**src/rtl/dmach_pkg.sv**
```systemverilog
package dmach_pkg;

   typedef enum logic [1:0] {
      ADJ_UP     = 2'd0,
      ADJ_DOWN   = 2'd1,
      ADJ_HOLD   = 2'd2,
      ADJ_UP_RLD = 2'd3
   } adj_e;

   typedef enum logic [1:0] {
      GO_NOW     = 2'd0,
      GO_FRAME   = 2'd1,
      GO_LINE    = 2'd2,
      GO_SPECIAL = 2'd3
   } go_e;

   typedef enum logic [1:0] {
      ST_IDLE = 2'd0,
      ST_RD   = 2'd1,
      ST_WR   = 2'd2
   } phase_e;

   // Control fields packed to match bits 14:5 of the control halfword.
   typedef struct packed {
      logic irq_en;
      go_e  go;
      logic xreq;
      logic wide;
      logic rpt;
      adj_e src_adj;
      adj_e dst_adj;
   } ctl_t;

   localparam logic [2:0] SEL_SRC_LO = 3'd0;
   localparam logic [2:0] SEL_SRC_HI = 3'd1;
   localparam logic [2:0] SEL_DST_LO = 3'd2;
   localparam logic [2:0] SEL_DST_HI = 3'd3;
   localparam logic [2:0] SEL_CNT    = 3'd4;
   localparam logic [2:0] SEL_CTL    = 3'd5;

endpackage

```
**src/rtl/dmach_regs.sv**
```systemverilog
module dmach_regs
   import dmach_pkg::*;
#(
   parameter int CH_IDX = 0,
   parameter int ADDR_W = 28,
   parameter int CNT_W  = 14
) (
   input  logic              clk,
   input  logic              rst_n,
   input  logic              we_i,
   input  logic [2:0]        sel_i,
   input  logic [15:0]       wdata_i,
   output logic [15:0]       rdata_o,
   input  logic              en_clr_i,
   output logic [ADDR_W-1:0] src_q_o,
   output logic [ADDR_W-1:0] dst_q_o,
   output logic [CNT_W:0]    cnt_q_o,
   output ctl_t              ctl_q_o,
   output logic              en_q_o,
   output logic              arm_o
);
   localparam int SRC_TOP = (CH_IDX == 0) ? 26 : 27;
   localparam int DST_TOP = (CH_IDX == 3) ? 27 : 26;
   localparam logic [ADDR_W-1:0] SRC_MASK = ADDR_W'((64'd1 << (SRC_TOP + 1)) - 64'd1);
   localparam logic [ADDR_W-1:0] DST_MASK = ADDR_W'((64'd1 << (DST_TOP + 1)) - 64'd1);
   localparam logic [CNT_W:0]    CNT_MAX  = {1'b1, {CNT_W{1'b0}}};

   logic [CNT_W-1:0] cnt_masked;
   logic             xreq_bit;
   ctl_t             ctl_wr;

   assign cnt_masked = wdata_i[CNT_W-1:0];

   generate
      if (CH_IDX == 3) begin : g_xreq_rw
         assign xreq_bit = wdata_i[11];
      end else begin : g_xreq_ro
         assign xreq_bit = 1'b0;
      end
   endgenerate

   always_comb begin
      ctl_wr      = ctl_t'(wdata_i[14:5]);
      ctl_wr.xreq = xreq_bit;
   end

   always_ff @(posedge clk) begin
      if (!rst_n) begin
         src_q_o <= '0;
         dst_q_o <= '0;
         cnt_q_o <= CNT_MAX;
         ctl_q_o <= '0;
         en_q_o  <= 1'b0;
         arm_o   <= 1'b0;
      end else begin
         arm_o <= 1'b0;
         if (en_clr_i) en_q_o <= 1'b0;
         if (we_i) begin
            case (sel_i)
               SEL_SRC_LO: src_q_o[15:0] <= wdata_i;
               SEL_SRC_HI: src_q_o <= ADDR_W'({wdata_i, src_q_o[15:0]}) & SRC_MASK;
               SEL_DST_LO: dst_q_o[15:0] <= wdata_i;
               SEL_DST_HI: dst_q_o <= ADDR_W'({wdata_i, dst_q_o[15:0]}) & DST_MASK;
               SEL_CNT:    cnt_q_o <= (cnt_masked == '0) ? CNT_MAX : {1'b0, cnt_masked};
               SEL_CTL: begin
                  ctl_q_o <= ctl_wr;
                  en_q_o  <= wdata_i[15];
                  arm_o   <= wdata_i[15] & ~en_q_o;
               end
               default: ;
            endcase
         end
      end
   end

   assign rdata_o = (sel_i == SEL_CTL) ? {en_q_o, ctl_q_o, 5'b0} : 16'h0000;

   AST_XREQ_HIDDEN: assert property (@(posedge clk) disable iff (!rst_n)
      (CH_IDX != 3) |-> !ctl_q_o.xreq);
   AST_ARM_ONLY_FROM_WRITE: assert property (@(posedge clk) disable iff (!rst_n)
      arm_o |-> $past(we_i && sel_i == SEL_CTL));
   AST_CNT_NONZERO_REG: assert property (@(posedge clk) disable iff (!rst_n)
      cnt_q_o != '0);
endmodule

```
**src/rtl/dmach_step.sv**
```systemverilog
module dmach_step
   import dmach_pkg::*;
#(
   parameter int ADDR_W = 28
) (
   input  logic [ADDR_W-1:0] addr_i,
   input  adj_e              adj_i,
   input  logic              wide_i,
   output logic [ADDR_W-1:0] next_o,
   output logic [ADDR_W-1:0] bus_o
);
   logic [ADDR_W-1:0] delta;

   assign delta = wide_i ? ADDR_W'(4) : ADDR_W'(2);

   always_comb begin
      case (adj_i)
         ADJ_DOWN: next_o = addr_i - delta;
         ADJ_HOLD: next_o = addr_i;
         default:  next_o = addr_i + delta;
      endcase
   end

   assign bus_o = wide_i ? {addr_i[ADDR_W-1:2], 2'b00} : {addr_i[ADDR_W-1:1], 1'b0};
endmodule

```
**src/rtl/dmach_seq.sv**
```systemverilog
module dmach_seq
   import dmach_pkg::*;
#(
   parameter int CH_IDX = 0,
   parameter int ADDR_W = 28,
   parameter int CNT_W  = 14
) (
   input  logic              clk,
   input  logic              rst_n,
   input  logic              arm_i,
   input  logic              trig_i,
   input  logic              en_q_i,
   input  logic [ADDR_W-1:0] src_q_i,
   input  logic [ADDR_W-1:0] dst_q_i,
   input  logic [CNT_W:0]    cnt_q_i,
   input  adj_e              dst_adj_i,
   input  adj_e              src_adj_i,
   input  logic              rpt_i,
   input  logic              wide_i,
   input  go_e               go_i,
   input  logic              irq_en_i,
   output logic              en_clr_o,
   output logic              mem_req_o,
   output logic              mem_we_o,
   output logic              mem_size_o,
   output logic [ADDR_W-1:0] mem_addr_o,
   output logic [31:0]       mem_wdata_o,
   input  logic              mem_ack_i,
   input  logic [31:0]       mem_rdata_i,
   input  logic              mem_rvalid_i,
   output logic              irq_o
);
   localparam logic [CNT_W:0] CNT_ONE   = (CNT_W + 1)'(1);
   localparam logic [CNT_W:0] CNT_SOUND = (CNT_W + 1)'(4);

   phase_e            phase_q;
   logic [ADDR_W-1:0] src_w, dst_w;
   logic [CNT_W:0]    cnt_w;
   logic              run_wide;
   adj_e              run_src, run_dst;
   logic [31:0]       buf_q;

   logic              sound_mode;
   logic              trig_ok;
   logic              start;
   logic              unit_done;
   logic              last_unit;
   logic              keep_en;
   logic [ADDR_W-1:0] src_next, dst_next, src_bus, dst_bus;

   generate
      if (CH_IDX == 1 || CH_IDX == 2) begin : g_sound
         assign sound_mode = (go_i == GO_SPECIAL);
      end else begin : g_plain
         assign sound_mode = 1'b0;
      end
   endgenerate

   assign trig_ok   = (go_i == GO_FRAME) || (go_i == GO_LINE) || sound_mode;
   assign start     = (phase_q == ST_IDLE) && en_q_i &&
                      ((arm_i && go_i == GO_NOW) || (!arm_i && trig_i && trig_ok));
   assign unit_done = (phase_q == ST_WR) && mem_ack_i && en_q_i;
   assign last_unit = (cnt_w == CNT_ONE);
   assign keep_en   = rpt_i && (go_i != GO_NOW);
   assign en_clr_o  = unit_done && last_unit && !keep_en;

   dmach_step #(.ADDR_W(ADDR_W)) u_src_step (
      .addr_i (src_w),
      .adj_i  (run_src),
      .wide_i (run_wide),
      .next_o (src_next),
      .bus_o  (src_bus)
   );

   dmach_step #(.ADDR_W(ADDR_W)) u_dst_step (
      .addr_i (dst_w),
      .adj_i  (run_dst),
      .wide_i (run_wide),
      .next_o (dst_next),
      .bus_o  (dst_bus)
   );

   always_ff @(posedge clk) begin
      if (!rst_n) begin
         phase_q  <= ST_IDLE;
         src_w    <= '0;
         dst_w    <= '0;
         cnt_w    <= CNT_ONE;
         run_wide <= 1'b0;
         run_src  <= ADJ_UP;
         run_dst  <= ADJ_UP;
         buf_q    <= '0;
         irq_o    <= 1'b0;
      end else begin
         irq_o <= 1'b0;
         if (arm_i) begin
            src_w <= src_q_i;
            dst_w <= dst_q_i;
            cnt_w <= cnt_q_i;
         end
         if (start) begin
            phase_q  <= ST_RD;
            cnt_w    <= sound_mode ? CNT_SOUND : cnt_q_i;
            run_wide <= sound_mode ? 1'b1 : wide_i;
            run_dst  <= sound_mode ? ADJ_HOLD : dst_adj_i;
            run_src  <= (src_adj_i == ADJ_UP_RLD) ? ADJ_HOLD : src_adj_i;
         end else if (phase_q != ST_IDLE && !en_q_i) begin
            phase_q <= ST_IDLE;
         end else if (phase_q == ST_RD && mem_ack_i) begin
            phase_q <= ST_WR;
            if (mem_rvalid_i)
               buf_q <= run_wide ? mem_rdata_i : {mem_rdata_i[15:0], mem_rdata_i[15:0]};
         end else if (unit_done) begin
            src_w <= src_next;
            dst_w <= dst_next;
            cnt_w <= cnt_w - CNT_ONE;
            if (last_unit) begin
               phase_q <= ST_IDLE;
               irq_o   <= irq_en_i;
               if (keep_en && dst_adj_i == ADJ_UP_RLD) dst_w <= dst_q_i;
            end else begin
               phase_q <= ST_RD;
            end
         end
      end
   end

   assign mem_req_o   = (phase_q != ST_IDLE);
   assign mem_we_o    = (phase_q == ST_WR);
   assign mem_size_o  = run_wide;
   assign mem_addr_o  = (phase_q == ST_WR) ? dst_bus : src_bus;
   assign mem_wdata_o = buf_q;

   AST_READ_THEN_WRITE: assert property (@(posedge clk) disable iff (!rst_n)
      (mem_req_o && !mem_we_o && mem_ack_i && en_q_i) |=> (mem_req_o && mem_we_o));
   AST_WDATA_HELD: assert property (@(posedge clk) disable iff (!rst_n)
      (mem_req_o && mem_we_o && !mem_ack_i) |=> $stable(mem_wdata_o));
   AST_IRQ_SINGLE: assert property (@(posedge clk) disable iff (!rst_n)
      irq_o |=> !irq_o);
   AST_IRQ_AFTER_WRITE: assert property (@(posedge clk) disable iff (!rst_n)
      irq_o |-> $past(mem_req_o && mem_we_o && mem_ack_i));
   AST_SIZE_STEADY: assert property (@(posedge clk) disable iff (!rst_n)
      (mem_req_o && $past(mem_req_o)) |-> $stable(mem_size_o));
   AST_COUNT_LIVE: assert property (@(posedge clk) disable iff (!rst_n)
      mem_req_o |-> (cnt_w != '0));
endmodule

```
**src/rtl/dmach_engine.sv**
```systemverilog
module dmach_engine
   import dmach_pkg::*;
#(
   parameter int CH_IDX = 1,
   parameter int ADDR_W = 28
) (
   input  logic              clk,
   input  logic              rst_n,
   input  logic              reg_we_i,
   input  logic [2:0]        reg_sel_i,
   input  logic [15:0]       reg_wdata_i,
   output logic [15:0]       reg_rdata_o,
   input  logic              trig_i,
   output logic              mem_req_o,
   output logic              mem_we_o,
   output logic              mem_size_o,
   output logic [ADDR_W-1:0] mem_addr_o,
   output logic [31:0]       mem_wdata_o,
   input  logic              mem_ack_i,
   input  logic [31:0]       mem_rdata_i,
   input  logic              mem_rvalid_i,
   output logic              irq_o
);
   localparam int CNT_W = (CH_IDX == 3) ? 16 : 14;

   generate
      if (CH_IDX < 0 || CH_IDX > 3) begin : g_bad_ch
         $error("dmach_engine: CH_IDX must be 0..3");
      end
      if (ADDR_W < 28 || ADDR_W > 32) begin : g_bad_aw
         $error("dmach_engine: ADDR_W must be 28..32");
      end
   endgenerate

   logic [ADDR_W-1:0] src_q, dst_q;
   logic [CNT_W:0]    cnt_q;
   ctl_t              ctl_q;
   logic              en_q, arm, en_clr;

   dmach_regs #(.CH_IDX(CH_IDX), .ADDR_W(ADDR_W), .CNT_W(CNT_W)) u_regs (
      .clk      (clk),
      .rst_n    (rst_n),
      .we_i     (reg_we_i),
      .sel_i    (reg_sel_i),
      .wdata_i  (reg_wdata_i),
      .rdata_o  (reg_rdata_o),
      .en_clr_i (en_clr),
      .src_q_o  (src_q),
      .dst_q_o  (dst_q),
      .cnt_q_o  (cnt_q),
      .ctl_q_o  (ctl_q),
      .en_q_o   (en_q),
      .arm_o    (arm)
   );

   dmach_seq #(.CH_IDX(CH_IDX), .ADDR_W(ADDR_W), .CNT_W(CNT_W)) u_seq (
      .clk          (clk),
      .rst_n        (rst_n),
      .arm_i        (arm),
      .trig_i       (trig_i),
      .en_q_i       (en_q),
      .src_q_i      (src_q),
      .dst_q_i      (dst_q),
      .cnt_q_i      (cnt_q),
      .dst_adj_i    (ctl_q.dst_adj),
      .src_adj_i    (ctl_q.src_adj),
      .rpt_i        (ctl_q.rpt),
      .wide_i       (ctl_q.wide),
      .go_i         (ctl_q.go),
      .irq_en_i     (ctl_q.irq_en),
      .en_clr_o     (en_clr),
      .mem_req_o    (mem_req_o),
      .mem_we_o     (mem_we_o),
      .mem_size_o   (mem_size_o),
      .mem_addr_o   (mem_addr_o),
      .mem_wdata_o  (mem_wdata_o),
      .mem_ack_i    (mem_ack_i),
      .mem_rdata_i  (mem_rdata_i),
      .mem_rvalid_i (mem_rvalid_i),
      .irq_o        (irq_o)
   );

   AST_IDLE_WHEN_OFF: assert property (@(posedge clk) disable iff (!rst_n)
      (!en_q && !$past(en_q)) |-> !mem_req_o);
   AST_NO_REQ_ON_ARM: assert property (@(posedge clk) disable iff (!rst_n)
      arm |-> !mem_req_o);
endmodule

```
**config.mk**
```make
export PLATFORM = sky130hd
export DESIGN_NAME = dmach_engine
export DESIGN_NICKNAME = d
export VERILOG_FILES = /design/src/rtl/dmach_pkg.sv /design/src/rtl/dmach_regs.sv /design/src/rtl/dmach_step.sv /design/src/rtl/dmach_seq.sv /design/src/rtl/dmach_engine.sv
export SDC_FILE = /design/constraint.sdc
export NUM_CORES = 1
export LEC_CHECK = 0
export BUFFER_PORTS_ARGS = -buffer_cell sky130_fd_sc_hd__buf_2
export CAP_MARGIN = 20
export CORE_MARGIN = 10
export CORE_UTILIZATION = 30
export DETAILED_ROUTE_END_ITERATION = 10
export PLACE_DENSITY_LB_ADDON = 0.25
export SYNTH_ARGS = -nofsm -noshare
export SYNTH_HDL_FRONTEND = slang
export SYNTH_SLANG_ARGS = --single-unit
```
**constraint.sdc**
```tcl
create_clock -name clk -period 7.13 [get_ports clk]
set_clock_uncertainty 0.2 [all_clocks]
set_input_delay 1.0695 -clock clk [delete_from_list [all_inputs] [get_ports clk]]
set_output_delay 1.0695 -clock clk [all_outputs]
set_load 0.01 [all_outputs]
```
Word-level counts from Yosys, hierarchy flattened
Cells that the tools add are included.
Widths: inputs -> output; s select.
{"block": "totals", "output_inout_bits": 80, "reg_bits": 192, "word_cells": 128}
{"block": "op_classes", "n_bitwise": 7, "n_mux": 38, "n_addsub": 5, "n_eq_ne": 18, "n_reduce_logical": 37}
{"cell": "$mux 28", "count": 13}
{"cell": "$pmux 28 s2", "count": 2}
{"cell": "$mux 15", "count": 7}
{"cell": "$add 28x3->28", "count": 2}
{"cell": "$sub 28x3->28", "count": 2}
{"cell": "$mux 32", "count": 1}
{"cell": "$mux 16", "count": 1}
{"cell": "$eq 15x1->1 const B", "count": 1}
{"cell": "$sub 15x1->15 const B", "count": 1}
{"cell": "$eq 2x2->1 const B", "count": 7}
{"cell": "$logic_not 14->1", "count": 1}
{"cell": "$logic_and 1x1->1", "count": 13}
{"cell": "$mux 2", "count": 6}
{"cell": "$reduce_and 2->1", "count": 6}
{"cell": "$eq 2x1->1 const B", "count": 4}
{"cell": "$mux 1", "count": 7}
{"cell": "$eq 3x2->1 const B", "count": 2}
{"cell": "$eq 3x3->1 const B", "count": 2}
{"cell": "$not 1->1", "count": 6}
{"cell": "$reduce_bool 2->1", "count": 3}
{"cell": "$reduce_or 6->1", "count": 1}
{"cell": "$ne 5x4->1 const B", "count": 1}
{"cell": "$logic_not 2->1", "count": 2}
{"cell": "$reduce_and 4->1", "count": 1}
{"cell": "9 further kinds", "count": 13}

Longest topological paths before layout
Gate-level depths: netlist (run 1).
{"block": "depth", "depth_word": 9, "depth_mapped": 15, "ltp_nobuf": 12}

Cells and area by module
Synthesis (run 1) repeated with hierarchy kept, for this count alone.
{"block": "unflattened", "hier_cells": 1731, "area_unflattened_um2": 13172.6}
{"mod": "dmach_seq", "cells_each": 728, "seq_area_each_um2": 2222.1, "area_per_inst_um2": 5739.3, "n_inst": 1}
{"mod": "dmach_step", "cells_each": 307, "seq_area_each_um2": 0.0, "area_per_inst_um2": 2025.7, "n_inst": 2}
{"mod": "dmach_regs", "cells_each": 389, "seq_area_each_um2": 1621.6, "area_per_inst_um2": 3382.0, "n_inst": 1}

Worst setup path before layout (run 1)
OpenSTA, ideal clock, no wires.
{"block": "synth_path", "path_kind": "reg-to-reg", "start": "reg u_seq.run_dst[1]", "end": "reg u_seq.dst_w[18]", "t_required_ps": 6807, "setup_slack_ps": 2886, "setup_time_ps": 123, "path_stages_with_launch": 16, "t_arrival_ps": 3921, "path_cell_list": "dfxtp_1 > nand2b_1 > clkbuf_1 > clkbuf_1 > buf_1 > nor2_1 > ha_1 > nor2b_1 > or4_4 > or4_1 > a2111o_1 > nor4_4 > o22ai_2 > a2111oi_0 > a31o_1 > nor3_2"}
{"block": "synth_between", "elab_chain_cells": 8}
{"element": "from (decl)", "line_no": "dmach_seq.sv:40", "rtl": "adj_e run_src, run_dst;"}
{"element": "from (signal assigned)", "line_no": "dmach_seq.sv:105", "rtl": "run_dst <= sound_mode ? ADJ_HOLD : dst_adj_i;"}
{"element": "$eq 2x2->1 or $eq 2x1->1 (tied branches)", "line_no": "dmach_step.sv:17", "rtl": "case (adj_i)"}
{"element": "$pmux 28 s2 *", "line_no": "dmach_step.sv:17"}
{"element": "$mux 28", "line_no": "dmach_seq.sv:120", "rtl": "if (keep_en && dst_adj_i == ADJ_UP_RLD) dst_w <= dst_q_i;"}
{"element": "$mux 28 *", "line_no": "dmach_seq.sv:117", "rtl": "if (last_unit) begin"}
{"element": "$mux 28 *", "line_no": "dmach_seq.sv:113", "rtl": "end else if (unit_done) begin"}
{"element": "$mux 28 *", "line_no": "dmach_seq.sv:109", "rtl": "end else if (phase_q == ST_RD && mem_ack_i) begin"}
{"element": "$mux 28 *", "line_no": "dmach_seq.sv:107", "rtl": "end else if (phase_q != ST_IDLE && !en_q_i) begin"}
{"element": "$mux 28 *", "line_no": "dmach_seq.sv:101", "rtl": "if (start) begin"}
{"element": "to (signal assigned)", "line_no": "dmach_seq.sv:98", "rtl": "dst_w <= dst_q_i;"}
{"element": "to (signal assigned)", "line_no": "dmach_seq.sv:115", "rtl": "dst_w <= dst_next;"}
{"element": "to (signal assigned)", "line_no": "dmach_seq.sv:120"}
{"element": "to (decl)", "line_no": "dmach_seq.sv:37", "rtl": "logic [ADDR_W-1:0] src_w, dst_w;"}
Mark *: on every way between the ends. The rest lies on a longest branch, timed or not.
A chain may end at the register's enable or synchronous reset.

Worst setup path in the final report (run 1)
{"block": "layout_path", "start": "reg u_seq.run_dst[0]", "end": "reg u_seq.dst_w[18]"}
The elaborated chain is that of the path after synthesis.

==> out/qor.txt, run 1 <==
Post-synth EDFFs - 0
ANT nets after route - 0
Die H - 211.8 um
Area share of fa/ha/maj cells after synthesis - 3.855%
Largest family of logic cells by synthesized area - compound AO/OA/AOI/OAI gates
Post-synthesis compound-gate area fraction - 26.34%
Tmin final - 4167 ps
Initial Util - 30.29%
Area grow syn2layout - 14.58%
Routability cong. - 0.8455
Fin nets - 1547
PostCTS Resize Cnt - 0
Clk sinks - 188
Synth cell types - 75
Mux cell area share after synthesis - 5.703%
Critical path class - flip-flop to flip-flop
Hold Crit Start - u_regs.cnt_q_o[5]
Int Power - 1.707 mW
DR vias - 10610
Leakage - 5.108 nW
CP endpoint kind - flip-flop
Initial DRC Count - 773
Drt wl/cell - 20.61 um
Worst Path Required - 7250 ps
Most frequent cells in the layout - nand2_1, dfxtp_1, buf_2, a21boi_0, a21oi_1
Post-Layout Inst Area - 12640 sq um
Seq cells post-synth - 188
I/O Buffers - 129
Worst min path class - flip-flop to flip-flop
CTS root buffer - clkbuf_16
Core ar. - 36430 sq um
VDD IR max - 0.1667 mV
H-tree depth - 4
Xor/xnor share of the synthesized area - 2.619%
Crit path to - u_seq.dst_w[18]
Reg2reg setup slack - 2960 ps
Initial antenna violation count - 3
Row count - 70
Clock Tree Buf Depth - 2
Max-slew violation count - 0
Clock tree from TritonCTS - yes
Cells after Synth - 1396
Status - finished, final reports clean
Max transition margin - 32.08%
Clock transition at path regs - 80 ps
Final Cycle Share - 58.44%
Crit. Startpoint - u_seq.run_dst[0]
Gr usage total - 17.52%
Combinational share of power - 5.7%
Worst-Margin Slew - 1017 ps
Seq pwr share - 47.6%
Most common cell after layout, fill and taps aside - nand2_1
Global-route wire length before repair - 61610 um
Final-report hold violation count - 0
Worst r2r src - u_seq.run_dst[0]
Via/cell ratio - 5.474
RSZ-0062 raised after global routing - false
Arrival time worst endpoint - 4280 ps
Postcts setup bufs - 0
DP Area - 11990 sq um
Worst hold path depth - 2
Clock latency on the worst-skew pair - 440 ps
Number of global-route vias before repair - 10290
Post-detail-place hpwl - 28600 um
P per Cell Area - 179.2 nW/um^2
Clock share of power - 46.7%
Remaining DRCs - 0
Seq/Total Area, Yosys - 34.10%
Die width - 211.8 um
Critical Path Fanout Max - 20
Ys flop type - dfxtp_1
DIE AREA - 44860 sq um
Switching Fraction - 24.65%
Synth Cell Area - 11040 sq um
Largest net degree at the start of global routing - 83
Syn avg cell area - 7.905 sq um
CTS buffer count - 17
Layout cells sized above 1 - 15.45%
Sw power - 0.5585 mW
Max Cap Violations - 0
Top Ports - 137
Setup Total Neg Slack - 0 ps
Final setup vio count - 0
Total grt overflow - 0
Hold_buf cts - 0
Asr flop ratio synth - 0%
First drt pass iteration count - 5
R2R Path End - u_seq.dst_w[18]
Cell count of the worst reg-to-reg path - 12
Crit path launch type - flip-flop
Synth Area in Simple Gates - 22.66%
Drt total wl - 39970 um
Synth warn - 0
Max Freq - 240.0 MHz
-- power groups by stage --
stage	Combinational [mW]	Clock (mW)	Sequential, mW
floorplan	0.0767	0	1.09
global placement	0.126	0	1.10
detailed placement	0.127	0	1.10
CTS	0.128	1.08	1.08
global route	0.140	1.11	1.08
finish	0.128	1.06	1.08
-- synth_stat cells (all sizes together), types with 8 or more instances --
library cell	count	area share, %
nand2	269	9.1
dfxtp	188	34
a21boi	100	6.8
clkbuf	98	3.3
a21oi	77	3.5
o21ai	72	3.3
nor2	64	2.2
nand3	35	1.6
ha	34	3.9
o221ai	32	2.5
mux2	31	3.2
mux2i	28	2.5
nor3	25	1.2
and2	21	1.2
o211a	20	1.8
nor2b	19	1.1
inv	18	0.61
xnor2	18	1.4
a21o	17	1.2
and3	17	0.96
nand2b	17	0.96
a31oi	15	0.85
xor2	15	1.2
buf	14	0.73
nor4	14	0.93
nand4	11	0.62
or2	11	0.62
or4	10	0.71
o211ai	9	0.61
a211oi	8	0.54
-- critical path: stages (launching register included) --
cell and delay (ps):
dfxtp_1 820, nand2b_1 140, nor2_1 120, ha_1 260, nor2b_1 190, or4_4 440, or4_1 440, a2111o_1 460
nor4_4 260, o22ai_2 150, a2111oi_0 330, a31o_1 170, nor3_2 50
-- cells by family (layout without fill, tap and decap cells) --
group | Yosys count | after routing
flip-flops | 188 | 188
AND/OR/NAND/NOR | 535 | 535
XOR/XNOR | 33 | 33
multiplexers | 59 | 59
buffers and inverters | 130 | 197
other | 1 | 9
adder cells (fa/ha/maj) | 34 | 34
AO/OA/AOI/OAI | 416 | 416
-- metrics by stage --
stage	instances	setup WS, ps	hold WS [ps]	power, mW	utilization (%)
floorplan	1402	2886	231.0	1.169	-
global placement	1904	3066	243.6	1.229	32.92
detailed placement	1904	3051	250.8	1.230	32.92
CTS	1936	3031	256.1	2.283	34.67
global route	1937	2711	286.9	2.333	34.69
finish	1939	2963	255.4	2.266	34.70
-- sequential cells by signal, summed over array words and instances, names as in the netlist --
name / flops
u_seq.mem_wdata_o: 32
u_regs.src_q_o: 27
u_seq.dst_w: 27
u_seq.src_w: 27
u_regs.dst_q_o: 26
u_regs.cnt_q_o: 15
u_seq.cnt_w: 15
u_regs.ctl_q_o: 9
u_seq.phase_q: 2
u_seq.run_dst: 2
u_seq.run_src: 2
u_regs.arm_o: 1
u_regs.en_q_o: 1
u_seq.irq_o: 1
u_seq.mem_size_o: 1
-- final cells by class --
type	count	area [sq um]
clock inverter	10	153.9
antenna	2	5.005
timing repair buffer	147	783.3
sequential	188	3764
inverter	18	67.56
fill	3838	23790
tap	468	585.6
clock buffer	22	484.2
multi-input combinational	1084	6802
-- metal layers --
layer	track usage, %	part of all wire (%)	vias to the layer above	wire length [um]
met2	27.77	45	347	17800
li1	-	-	5133	-
met3	4.969	7.5	43	3002
met4	4.339	1.9	2	777
met5	0	0.018	-	7
met1	22.90	46	5089	18390
-- worst min path at each step --
| stage | to |
|---|---|
| after CTS | u_seq.cnt_w[5] |
| after floorplan | u_seq.cnt_w[5] |
| after detailed placement | u_seq.cnt_w[5] |
| final | u_seq.cnt_w[5] |
| after global placement | u_seq.cnt_w[5] |
| after global routing | u_regs.dst_q_o[19] |
No activity file was read; power rests on OpenSTA's default activity.
==> inputs of run 2 (changes only) <==
clock period = 4.1 ns   (was 7.13 ns; I/O delays follow)
==> out/qor.txt, run 2 (synthesized netlist as in run 1, its figures left out) <==
Worst Path Required - 4270 ps (-2980 ps)
Fin nets - 1555 (+0.52%)
ANT nets after route - 0 (unchanged)
Global-route wire length before repair - 61190 um (-0.68%)
First drt pass iteration count - 5 (unchanged)
PostCTS Resize Cnt - 0 (unchanged)
Via/cell ratio - 5.405 (-1.3%)
Drt wl/cell - 20.30 um (-1.5%)
Post-detail-place hpwl - 28510 um (-0.32%)
Final instance count without filler cells - 1947 (+0.41%)
H-tree depth - 4 (unchanged)
Clock latency on the worst-skew pair - 440 ps (about the same)
Crit. Startpoint - u_seq.mem_size_o
Arrival time worst endpoint - 3870 ps (-410 ps)
Seq pwr share - 49.6% (+2.0 points)
Remaining DRCs - 0 (unchanged)
Largest net degree at the start of global routing - 84 (+1.2%)
Int Power - 2.802 mW (+64%)
Setup Total Neg Slack - 0 ps (unchanged)
CTS buffer count - 17 (unchanged)
Die width - 211.8 um (unchanged)
Reg2reg setup slack - 400 ps (-2560 ps)
Area grow syn2layout - 14.55% (about the same)
Crit path launch type - flip-flop
VDD IR max - 0.3097 mV (+86%)
Hold_buf cts - 0 (unchanged)
Row count - 70 (unchanged)
Clock share of power - 44.4% (-2.3 points)
Max transition margin - 30.75% (-1.3 points)
Switching Fraction - 25.81% (+1.2 points)
P per Cell Area - 298.7 nW/um^2 (+67%)
Core ar. - 36430 sq um (unchanged)
Total grt overflow - 0 (unchanged)
Clock transition at path regs - 80 ps (about the same)
Drt total wl - 39530 um (-1.1%)
CTS root buffer - clkbuf_16
Final Cycle Share - 90.25% (+32 points)
Final-report hold violation count - 0 (unchanged)
Critical path class - flip-flop to flip-flop
Routability cong. - 0.8906 (+5.3%)
Sw power - 0.9744 mW (+74%)
Clock tree from TritonCTS - yes
Clk sinks - 188 (unchanged)
I/O Buffers - 129 (unchanged)
Worst min path class - input pin to flip-flop
Inst Count DP - 1913 (+0.47%)
Final core utilization - 34.69% (about the same)
Cell count of the worst reg-to-reg path - 13 (+1)
Status - finished, final reports clean
Critical Path Fanout Max - 20 (unchanged)
DIE AREA - 44860 sq um (unchanged)
Worst-Margin Slew - 1039 ps (+22.04 ps)
Leakage - 5.124 nW (+0.33%)
RSZ-0062 raised after global routing - false
Max FFs per register - 32 (unchanged)
Initial Util - 30.29% (unchanged)
Max Freq - 270.3 MHz (+13%)
Number of global-route vias before repair - 10300 (+0.11%)
Gr usage total - 17.52% (about the same)
Most common cell after layout, fill and taps aside - nand2_1
R2R Path End - u_seq.src_w[27]
Tmin final - 3700 ps (-466.4 ps)
Combinational share of power - 6.0% (+0.3 points)
CP endpoint kind - flip-flop
Final setup vio count - 0 (unchanged)
Top Ports - 137 (unchanged)
Initial antenna violation count - 6 (+3)
Postcts setup bufs - 0 (unchanged)
Clock Tree Buf Depth - 2 (unchanged)
Worst r2r src - u_seq.mem_size_o
Die H - 211.8 um (unchanged)
Crit path to - u_seq.src_w[27]
Max Cap Violations - 0 (unchanged)
Max-slew violation count - 0 (unchanged)
Layout cells sized above 1 - 15.91% (+0.46 points)
DR vias - 10520 (-0.85%)
Most frequent cells in the layout - nand2_1, dfxtp_1, buf_2, a21boi_0, a21oi_1
Initial DRC Count - 706 (-8.7%)
-- run 2: changes by cell type in the layout (fill, tap and decap cells not counted), moves of 2 or more --
cell and change:
buf_4 +8, bufinv_16 -2, clkbuf_8 -3, clkinv_2 +2
inv_6 +3
-- run 2: layout make-up --
cell class	instances	area [sq um]
flip-flops and latches	188	3764
well taps	468	585.6
clock inverters	13	131.4
diodes	2	5.005
fillers	3912	23790
repair buffers	155	843.3
clock buffers	19	442.9
multi-input cells	1084	6802
inverters	18	67.56
-- run 2: critical path, stage by stage, from the launching register on --
cell and delay (ps):
dfxtp_1 420, buf_4 370, nor3_1 110, ha_1 340, o21ai_1 120, a221oi_1 400, a2111oi_0 190, buf_4 170
o21a_1 210, a31oi_1 270, a41oi_1 210, o2111a_1 190, or3_1 360, nand3_1 70
-- run 2: worst min path at each step --
stage / from / endpoint / slack, ps / depth (start not counted)
detailed placement: u_regs.src_q_o[27] / u_regs.src_q_o[27] / 250 / 2
finish: mem_rdata_i[12] / u_seq.mem_wdata_o[12] / 230 / 3
global placement: u_regs.cnt_q_o[5] / u_seq.cnt_w[5] / 240 / 2
floorplan: u_regs.cnt_q_o[5] / u_seq.cnt_w[5] / 230 / 2
CTS: mem_rdata_i[9] / u_seq.mem_wdata_o[9] / 210 / 3
global route: mem_rdata_i[8] / u_seq.mem_wdata_o[8] / 230 / 3
-- run 2: through the flow --
stage | worst slack [ps] | hold slack, ps | total power [mW] | cell area [sq um]
after floorplan | 18.27 | 231.0 | 2.034 | 11060
after detailed placement | 402.2 | 252.8 | 2.143 | 12060
after CTS | 363.4 | 213.8 | 3.816 | 12640
after global placement | 435.0 | 240.9 | 2.141 | 12060
after global routing | 116.9 | 227.4 | 3.911 | 12640
final | 399.9 | 232.7 | 3.776 | 12640
-- run 2: layer usage --
metal  wire [um]  vias up  share of wire, %  track usage (%)
met5          17        -             0.043                0
met4         852        4               2.2            4.959
met3        3681       46               9.3            6.566
met2       17350      307                44            27.48
met1       17630     5019                45            21.95
li1            -     5148                 -                -
-- run 2: power by group through the flow --
stage          combinational, mW  clock (mW)  sequential [mW]
6_report                   0.226        1.68             1.87
3_3_place_gp               0.225           0             1.92
4_1_cts                    0.227        1.72             1.87
5_1_grt                    0.247        1.79             1.88
2_1_floorplan              0.133           0             1.90
3_5_place_dp               0.226           0             1.92
==> inputs of run 3 (changes only) <==
clock period = 4.04 ns   (was 4.1 ns; I/O delays follow)
==> out/qor.txt, run 3 (synthesized netlist as in run 1, its figures left out) <==
Status - finished, final reports clean
RSZ-0062 raised after global routing - false
Arrival time worst endpoint - 3810 ps (-60 ps)
Gr usage total - 17.28% (-0.24 points)
Drt wl/cell - 20.20 um (-0.53%)
CTS root buffer - clkbuf_16
Row count - 70 (unchanged)
Hold_buf cts - 0 (unchanged)
Clock transition at path regs - 70 ps (about the same)
Drt total wl - 39320 um (-0.53%)
Initial antenna violation count - 2 (-4)
Worst hold path depth - 3 (unchanged)
Diode count - 0 (-2)
Max-slew violation count - 0 (unchanged)
Global-route wire length before repair - 60910 um (-0.45%)
Clock Tree Buf Depth - 2 (unchanged)
Max Cap Violations - 0 (unchanged)
Total grt overflow - 0 (unchanged)
Critical Path Fanout Max - 5 (-75%)
Clock latency on the worst-skew pair - 440 ps (about the same)
Reg2reg setup slack - 340 ps (-60 ps)
Worst r2r src - u_seq.mem_size_o
I/O Buffers - 129 (unchanged)
Hold_ws - 224.7 ps (-8.049 ps)
Worst Path Required - 4160 ps (-110 ps)
Filler Cells Inserted - 3826 (-2.2%)
Initial DRC Count - 753 (+6.7%)
Crit path launch type - flip-flop
Die width - 211.8 um (unchanged)
Initial Util - 30.29% (unchanged)
Top Ports - 137 (unchanged)
Post-detail-place hpwl - 28470 um (-0.11%)
Worst min path class - input pin to flip-flop
Max transition margin - 32.77% (+2.0 points)
Leakage - 5.129 nW (about the same)
Largest net degree at the start of global routing - 80 (-4.8%)
Worst hold endpoint - u_seq.mem_wdata_o[0]
Clock tree from TritonCTS - yes
Number of global-route vias before repair - 10120 (-1.8%)
Most common cell after layout, fill and taps aside - nand2_1
DR vias - 10570 (+0.42%)
Final-report hold violation count - 0 (unchanged)
P per Cell Area - 304.5 nW/um^2 (+2.0%)
Tmin final - 3695 ps (-4.739 ps)
Area grow syn2layout - 14.77%
VDD IR max - 0.2928 mV (-5.5%)
First drt pass iteration count - 5 (unchanged)
Fin nets - 1557 (+0.13%)
DIE AREA - 44860 sq um (unchanged)
R2R Path End - u_seq.dst_w[18]
Critical path class - flip-flop to flip-flop
ANT nets after route - 0 (unchanged)
Cell count of the worst reg-to-reg path - 11 (-2)
Most frequent cells in the layout - nand2_1, dfxtp_1, buf_2, a21boi_0, a21oi_1
Max Freq - 270.6 MHz (+0.13%)
Final setup vio count - 0 (unchanged)
Crit. Startpoint - u_seq.mem_size_o
Via/cell ratio - 5.428 (+0.42%)
H-tree depth - 4 (unchanged)
Core ar. - 36430 sq um (unchanged)
Remaining DRCs - 0 (unchanged)
Postcts setup bufs - 0 (unchanged)
Final instance count without filler cells - 1947 (unchanged)
Clk sinks - 188 (unchanged)
Worst-Margin Slew - 1005 ps (-33.98 ps)
PostCTS Resize Cnt - 0 (unchanged)
CTS buffer count - 17 (unchanged)
CP endpoint kind - flip-flop
Hold Crit Start - mem_rdata_i[0]
Inst Count DP - 1915 (+0.10%)
Max FFs per register - 32 (unchanged)
Die H - 211.8 um (unchanged)
Layout cells sized above 1 - 16.09% (+0.18 points)
Routability cong. - 0.8927 (+0.24%)
Final Cycle Share - 91.47% (+1.2 points)
==> run 3: cell count changes in the layout (fill, tap and decap cells not counted) <==
cell	before	now
clkinv_4	3	1
clkinv_2	2	1
buf_12	0	1
buf_4	27	28
inv_6	4	5
diode_2	2	0
clkbuf_1	1	0
inv_8	2	3
clkbuf_8	1	0
clkinvlp_4	1	4
==> run 3: per-stage QoR <==
stage | setup slack [ps] | TNS, ps | utilization (%) | cell area [sq um] | power [mW]
detailed placement | 372.0 | 0 | 33.18 | 12090 | 2.175
floorplan | -17.06 | -17.06 | - | 11060 | 2.064
CTS | 353.3 | 0 | 34.76 | 12670 | 3.895
finish | 344.6 | 0 | 34.76 | 12670 | 3.857
global route | 139.4 | 0 | 34.76 | 12670 | 3.994
global placement | 437.0 | 0 | 33.16 | 12080 | 2.173
==> run 3: power breakdown <==
part | leakage (nW) | switching [mW] | internal (mW) | total (mW)
clock | 0.273 | 0.851 | 0.874 | 1.72
combinational | 3.34 | 0.147 | 0.0843 | 0.231
sequential | 1.52 | 0.0272 | 1.87 | 1.90
==> run 3: critical path: stages (launching register included) <==
cell and delay [ps]:
dfxtp_1 460, nor2_1 90, ha_1 330, nor2b_1 190, or4_4 450, or4_1 440
a2111o_1 470, nor4_4 260, o22ai_2 150, a2111oi_0 320, a31o_1 170, nor3_2 40
==> run 3: area by class of cell <==
type	instances	area [sq um]	area share, %
clock inverters	15	151.4	1.195
flip-flops and latches	188	3764	29.71
clock buffers	17	425.4	3.359
multi-input cells	1084	6802	53.70
inverters	18	67.56	0.5334
well taps	468	585.6	4.623
repair buffers	157	870.8	6.875
==> run 3: routing by layer <==
metal | GRT usage, % | up-vias | part of all wire, %
met5 | 0 | - | 0.033
met2 | 27.20 | 388 | 44
met3 | 4.303 | 22 | 8.1
met1 | 23.44 | 5014 | 47
li1 | - | 5142 | -
met4 | 3.273 | 2 | 0.90
==> run 3: how the worst max path moves through the flow <==
stage | to | slack, ps | cells after the start
after floorplan | u_seq.dst_w[18] | -20 | 15
after CTS | u_seq.dst_w[18] | 350 | 11
after detailed placement | u_seq.dst_w[18] | 370 | 11
after global routing | u_seq.dst_w[18] | 140 | 11
after global placement | u_seq.src_w[27] | 440 | 14
final | u_seq.dst_w[18] | 340 | 11
